[config.mk]
export PLATFORM = sky130hd
export DESIGN_NAME = audio_fifo_req
export DESIGN_NICKNAME = d
export VERILOG_FILES = /design/src/rtl/audfifo_pkg.sv /design/src/rtl/fifo_core.sv /design/src/rtl/req_flag.sv /design/src/rtl/audio_fifo_req.sv
export SDC_FILE = /design/constraint.sdc
export NUM_CORES = 2
export LEC_CHECK = 0
export BUFFER_PORTS_ARGS = -buffer_cell sky130_fd_sc_hd__buf_2
export CORE_MARGIN = 2
export CORE_UTILIZATION = 62
export CTS_CLUSTER_SIZE = 8
export DETAILED_ROUTE_END_ITERATION = 6
export PLACE_DENSITY_LB_ADDON = 0.1
export SLEW_MARGIN = 20
export SYNTH_ARGS = -nofsm -noshare
export SYNTH_HDL_FRONTEND = slang
export SYNTH_SLANG_ARGS = --single-unit
[constraint.sdc]
create_clock -name clk -period 4.5 [get_ports clk]
set_clock_uncertainty 0.15 [all_clocks]
set_input_delay 0 -clock clk [delete_from_list [all_inputs] [get_ports clk]]
set_output_delay 0 -clock clk [all_outputs]
set_load 0.03 [all_outputs]
[src/rtl/audfifo_pkg.sv]
package audfifo_pkg;
    localparam int FIFO_DEPTH = 32;
    localparam int WORD_W     = 32;
    localparam int LEVEL_W    = 5;
    localparam int CNT_W      = $clog2(FIFO_DEPTH) + 1;

    // outbound requests on a low fill, inbound requests on a high fill
    typedef enum logic { REQ_AT_OR_BELOW, REQ_ABOVE } req_kind_e;

    typedef struct packed {
        logic [CNT_W-1:0] tx_cnt;
        logic             tx_req;
        logic [CNT_W-1:0] rx_cnt;
        logic             rx_req;
    } fifo_stat_t;

    function automatic logic [31:0] pack_status(fifo_stat_t s);
        logic [31:0] w;
        w              = '0;
        w[24 +: CNT_W] = s.tx_cnt;
        w[16]          = s.tx_req;
        w[8 +: CNT_W]  = s.rx_cnt;
        w[0]           = s.rx_req;
        return w;
    endfunction
endpackage

[src/rtl/fifo_core.sv]
module fifo_core #(
    parameter int DEPTH = audfifo_pkg::FIFO_DEPTH,
    parameter int WIDTH = audfifo_pkg::WORD_W,
    localparam int AW = $clog2(DEPTH),
    localparam int CW = AW + 1
) (
    input  logic             clk,
    input  logic             rst,
    input  logic             hold,
    input  logic             push,
    input  logic [WIDTH-1:0] din,
    input  logic             pop,
    output logic [WIDTH-1:0] dout,
    output logic [CW-1:0]    count,
    output logic             full,
    output logic             empty
);
    logic [WIDTH-1:0] mem [DEPTH];
    logic [AW-1:0]    wptr, rptr;
    logic             do_push, do_pop;

    assign full    = (count == CW'(DEPTH));
    assign empty   = (count == '0);
    assign do_push = push && !full && !hold;
    assign do_pop  = pop && !empty && !hold;
    assign dout    = mem[rptr];

    function automatic logic [AW-1:0] bump(logic [AW-1:0] p);
        return (p == AW'(DEPTH - 1)) ? '0 : p + 1'b1;
    endfunction

    always_ff @(posedge clk) begin
        if (do_push) mem[wptr] <= din;
    end

    always_ff @(posedge clk) begin
        if (rst || hold) begin
            wptr  <= '0;
            rptr  <= '0;
            count <= '0;
        end else begin
            if (do_push) wptr <= bump(wptr);
            if (do_pop)  rptr <= bump(rptr);
            count <= count + CW'(do_push) - CW'(do_pop);
        end
    end


    cnt_bound_chk: assert property (@(posedge clk) disable iff (rst)
        count <= CW'(DEPTH));

    hold_empty_chk: assert property (@(posedge clk) disable iff (rst)
        hold |=> (count == '0));

    full_drop_chk: assert property (@(posedge clk) disable iff (rst)
        (full && push && !pop && !hold) |=> (count == CW'(DEPTH)));

    both_keep_chk: assert property (@(posedge clk) disable iff (rst)
        (push && pop && !full && !empty && !hold) |=> $stable(count));
endmodule

[src/rtl/req_flag.sv]
module req_flag
    import audfifo_pkg::*;
#(
    parameter req_kind_e KIND = REQ_AT_OR_BELOW,
    parameter int CW = CNT_W,
    parameter int TW = LEVEL_W
) (
    input  logic          clk,
    input  logic          rst,
    input  logic [CW-1:0] count,
    input  logic [TW-1:0] level,
    input  logic          clr,
    output logic          flag
);
    logic cond;

    generate
        if (KIND == REQ_AT_OR_BELOW) begin : g_low
            assign cond = (count <= CW'(level));
        end else begin : g_high
            assign cond = (count > CW'(level));
        end
    endgenerate

    always_ff @(posedge clk) begin
        if (rst)      flag <= 1'b0;
        else if (clr) flag <= 1'b0;
        else if (cond) flag <= 1'b1;
    end


    clr_drop_chk: assert property (@(posedge clk) disable iff (rst)
        clr |=> !flag);

    cond_set_chk: assert property (@(posedge clk) disable iff (rst)
        (!clr && cond) |=> flag);

    sticky_chk: assert property (@(posedge clk) disable iff (rst)
        (flag && !clr) |=> flag);
endmodule

[src/rtl/audio_fifo_req.sv]
module audio_fifo_req
    import audfifo_pkg::*;
#(
    parameter int DEPTH = FIFO_DEPTH,
    parameter int WIDTH = WORD_W
) (
    input  logic               clk,
    input  logic               rst,
    input  logic               tx_hold,
    input  logic               rx_hold,
    input  logic               tx_wr_en,
    input  logic [WIDTH-1:0]   tx_wr_data,
    input  logic               ser_tx_pop,
    output logic [WIDTH-1:0]   ser_tx_data,
    output logic               ser_tx_valid,
    input  logic               ser_rx_push,
    input  logic [WIDTH-1:0]   ser_rx_data,
    input  logic               rx_rd_en,
    output logic [WIDTH-1:0]   rx_rd_data,
    input  logic [LEVEL_W-1:0] tx_level,
    input  logic [LEVEL_W-1:0] rx_level,
    input  logic               tx_req_clr,
    input  logic               rx_req_clr,
    input  logic               tx_irq_en,
    input  logic               rx_irq_en,
    output logic [31:0]        status_word,
    output logic               tx_irq,
    output logic               rx_irq,
    output logic               tx_overflow,
    output logic               rx_underflow
);
    localparam int CW = $clog2(DEPTH) + 1;

    logic [CW-1:0]    tx_cnt, rx_cnt;
    logic             tx_full, tx_empty, rx_full, rx_empty;
    logic [WIDTH-1:0] rx_head;
    logic             tx_req, rx_req;
    fifo_stat_t       stat;

    fifo_core #(.DEPTH(DEPTH), .WIDTH(WIDTH)) u_txq (
        .clk(clk), .rst(rst), .hold(tx_hold),
        .push(tx_wr_en), .din(tx_wr_data), .pop(ser_tx_pop),
        .dout(ser_tx_data), .count(tx_cnt), .full(tx_full), .empty(tx_empty)
    );

    fifo_core #(.DEPTH(DEPTH), .WIDTH(WIDTH)) u_rxq (
        .clk(clk), .rst(rst), .hold(rx_hold),
        .push(ser_rx_push), .din(ser_rx_data), .pop(rx_rd_en),
        .dout(rx_head), .count(rx_cnt), .full(rx_full), .empty(rx_empty)
    );

    req_flag #(.KIND(REQ_AT_OR_BELOW), .CW(CW), .TW(LEVEL_W)) u_txreq (
        .clk(clk), .rst(rst), .count(tx_cnt), .level(tx_level),
        .clr(tx_req_clr), .flag(tx_req)
    );

    req_flag #(.KIND(REQ_ABOVE), .CW(CW), .TW(LEVEL_W)) u_rxreq (
        .clk(clk), .rst(rst), .count(rx_cnt), .level(rx_level),
        .clr(rx_req_clr), .flag(rx_req)
    );

    assign ser_tx_valid = !tx_empty;
    assign rx_rd_data   = rx_empty ? '0 : rx_head;
    assign tx_overflow  = tx_wr_en && tx_full;
    assign rx_underflow = rx_rd_en && rx_empty;
    assign tx_irq       = tx_req && tx_irq_en;
    assign rx_irq       = rx_req && rx_irq_en;

    always_comb begin
        stat.tx_cnt = CNT_W'(tx_cnt);
        stat.tx_req = tx_req;
        stat.rx_cnt = CNT_W'(rx_cnt);
        stat.rx_req = rx_req;
        status_word = pack_status(stat);
    end


    rx_full_drop_chk: assert property (@(posedge clk) disable iff (rst)
        (rx_full && ser_rx_push && !rx_rd_en && !rx_hold) |=> rx_full);
endmodule

==> results_dict.tcl <==
set metrics [dict create \
    io_pins 187 \
    vias 38130 \
    htreeDepth 5 \
    ys_seq_elements 2092 \
    detail_route.wl_per_cell_um 32.30 \
    irDropWorstVdd_v 0.0004147 \
    ctsResizeCount 0 \
    cp_cell_sequence "buf_4 -> buf_4 -> mux4_2 -> mux4_2 -> clkinv_1 -> a21oi_1 -> buf_2" \
    postSynthCellCount 3398 \
    min_period_ns 4.156 \
    antenna_found_initial 8 \
    tns_ns 0 \
    p_sw_share_pct 22.13 \
    cts.clk_slew.worst_paths_ns 0.05 \
    comb_power_share_pct 9.7 \
    dp_hpwl_um 103100 \
    area_growth_pct 16.44 \
    relSlewSlack_pct 29.69 \
    cp_top_family "buffers and inverters" \
    die_h_um 364.3 \
    cts_root_buf "clkbuf_16" \
    cp-end-kind "output pin" \
    placement_rows 132 \
    arrival_ns 4.01 \
    ys_warn_count 0 \
    overflow 0 \
    ys.flop_type "edfxtp_1" \
    drc 0 \
    grt_max_degree 83 \
    cts_sinks 2092 \
    setup_violations 0 \
    clk_latency_ns 0.89 \
    hold_violations 0 \
    crit_fanout 24 \
    cap_violations 0 \
    slowest_delay_ns 0.65 \
    startpoint_type "flip-flop" \
    critPathKind "flip-flop to output pin" \
    yosys.cell_types.count 50 \
    async_reset_ff_share_pct 0 \
    clockPowerShare_pct 43.2 \
    drive_above_1_share_pct 33.74 \
    core_area_sq_um 129200 \
    cts_buffer_depth 4 \
    gp_congestion 0.8280 \
    grt_pass1_wl_um 269700 \
    routed_wl_um 185300 \
    pre_cts_slack_ns 1.074 \
    p_sw_mw 10.20 \
    die_w_um 364.3 \
    worst_pin_slew_ns 1.052 \
    layout.cells.non_filler 5736 \
    yosysSeqAreaShare_pct 77.49 \
    drt-initial-drc-count 4031 \
    layout.nets 4076 \
    path_buf_inv 4 \
    seqPwrFrac_pct 47.0 \
    io_buffers 168 \
    worstPathRequired_ns 4.35 \
    internal_power_mw 35.87 \
    numCtsBuffers 311 \
    synth_edf_count 2048 \
    synth_area_per_cell_sq_um 23.69 \
    power_density_nw_per_um2 491.5 \
    finalCritPeriodShare_pct 92.36 \
    status "completed" \
    hp-class "primary input to flip-flop" \
    max_freq_mhz 240.6 \
    drtAntennaViolNets 0 \
    post-cts-setup-buffers 0 \
    start_util_pct 62.33 \
    drt_first_pass_iters 5 \
    slowest_stage "dfxtp_4" \
    rsz0062_at_grt "false" \
    die_area_sq_um 132700 \
    grt_pass1_vias 40320 \
    syn_area_sq_um 80500 \
    p_leak_nw 29.13 \
    cts_tree "built" \
    total_power_mw 46.07 \
    postLayoutSetupSlackWorst_ns 0.3440 \
    drv_slew 0 \
    vias_per_cell 6.647 \
    grt_usage_pct 28.61 \
    dp_cells 5263 \
]
## cell usage after synthesis (all sizes together), types with 7 or more instances
cell	n	share of area (%)
edfxtp	2048	76
mux4	608	17
buf	118	0.92
nor2	96	0.45
clkbuf	74	0.35
a21oi	45	0.28
dfxtp	44	1.1
ha	41	0.64
mux2i	35	0.44
mux2	32	0.45
o22ai	32	0.25
inv	31	0.14
a211o	26	0.28
clkinv	24	0.11
nand2	20	0.093
nor2b	11	0.085
a2111oi	10	0.11
nand3	10	0.062
nor3	9	0.056
and2	7	0.054
o21ai	7	0.044
## worst reg2reg max path, stage by stage (launching register included)
cell and delay (ns):
dfxtp_1 0.38, inv_1 0.10, ha_1 0.23, nand4bb_1 0.19, and3b_1 0.39, nand2_1 0.53, nor2_4 0.85, buf_4 0.37
## final timing paths
kind | from | end | slack (ns) | cells past startpoint
worst max-delay path | flip-flop | rx_rd_data[19] | 0.34 | 7
worst min-delay path | tx_wr_data[16] | u_txq.mem[18][16] | 0.05 | 2
worst min register to register | u_txq.rptr[4] | flip-flop | 0.34 | 2
worst max register to register | u_rxq.count[2] | u_rxq.mem[14][31] | 1.01 | 7
## cell families after synthesis
| kind of cell | synth area share (%) |
|---|---|
| compound gates | 1.132 |
| fa+ha+maj | 0.6870 |
| flops | 77.49 |
| xor+xnor | 0.09792 |
| simple gates | 1.175 |
| other cells | 0.004659 |
| buf+inv | 1.517 |
| mux | 17.89 |
## flip-flops by register name (all words and copies together) (netlist names), named ones only
| name | flops |
|---|---|
| u_txq.wptr | 5 |
| u_rxreq.flag | 1 |
| u_txreq.flag | 1 |
| u_rxq.wptr | 5 |
| u_rxq.mem | 1024 |
| u_rxq.rptr | 5 |
| u_rxq.count | 6 |
| u_txq.count | 6 |
| u_txq.mem | 1024 |
| u_txq.rptr | 5 |
## per-layer routing
layer	vias to the layer above	share of wire [%]	GRT usage (%)
li1	15490	-	-
met1	20300	37	37.29
met2	1910	51	47.25
met3	422	7.9	6.446
met4	8	4.1	12.16
met5	-	0.029	0
## area by class of cell
cell class	count	area, sq um
diodes	2	5.005
clock buffers	355	8160
clock inverters	3	21.27
fillers	7227	35420
inverters	55	206.4
multi-input cells	1076	17480
flip-flops and latches	2092	62410
well taps	1742	2180
repair buffers	411	3273
## power by group through the flow
| stage | sequential (mW) | combinational [mW] | clock, mW |
|---|---|---|---|
| 3_3_place_gp | 22.0 | 4.30 | 0 |
| 6_report | 21.7 | 4.49 | 19.9 |
| 4_1_cts | 21.7 | 4.52 | 20.2 |
| 5_1_grt | 21.6 | 4.75 | 21.0 |
| 2_1_floorplan | 22.0 | 2.93 | 0 |
| 3_5_place_dp | 22.0 | 4.39 | 0 |
## placed cells by master (no fill, tap or decap), drive strengths merged, types with 9 or more instances in the layout
cell | netlist | final
inv | 31 | 33
nor2b | 11 | 11
conb | 1 | 18
edfxtp | 2048 | 2048
a21oi | 45 | 45
mux4 | 608 | 608
mux2 | 32 | 32
clkinv | 24 | 25
buf | 118 | 298
ha | 41 | 41
o22ai | 32 | 32
nand3 | 10 | 10
mux2i | 35 | 35
nand2 | 20 | 20
a2111oi | 10 | 10
nor3 | 9 | 9
clkbuf | 74 | 355
dlygate4sd3 | 0 | 113
a211o | 26 | 26
nor2 | 96 | 96
dfxtp | 44 | 44
## what timing repair did
item	4_1_cts	5_1_grt
hold buffers	113	0
hold endpoints to repair	2190	0
endpoints found under the setup margin	0	0
## metrics by stage
stage	instance area [sq um]	util [%]	hold WS, ns
after floorplan	80560	-	-0.07321
after global placement	84410	65.36	0.01198
after detailed placement	84410	65.36	0.01451
after CTS	93730	72.57	0.001879
after global routing	93730	72.57	0.04471
final	93730	72.57	0.04699
Note: power is estimated with default switching activity, not from simulation.
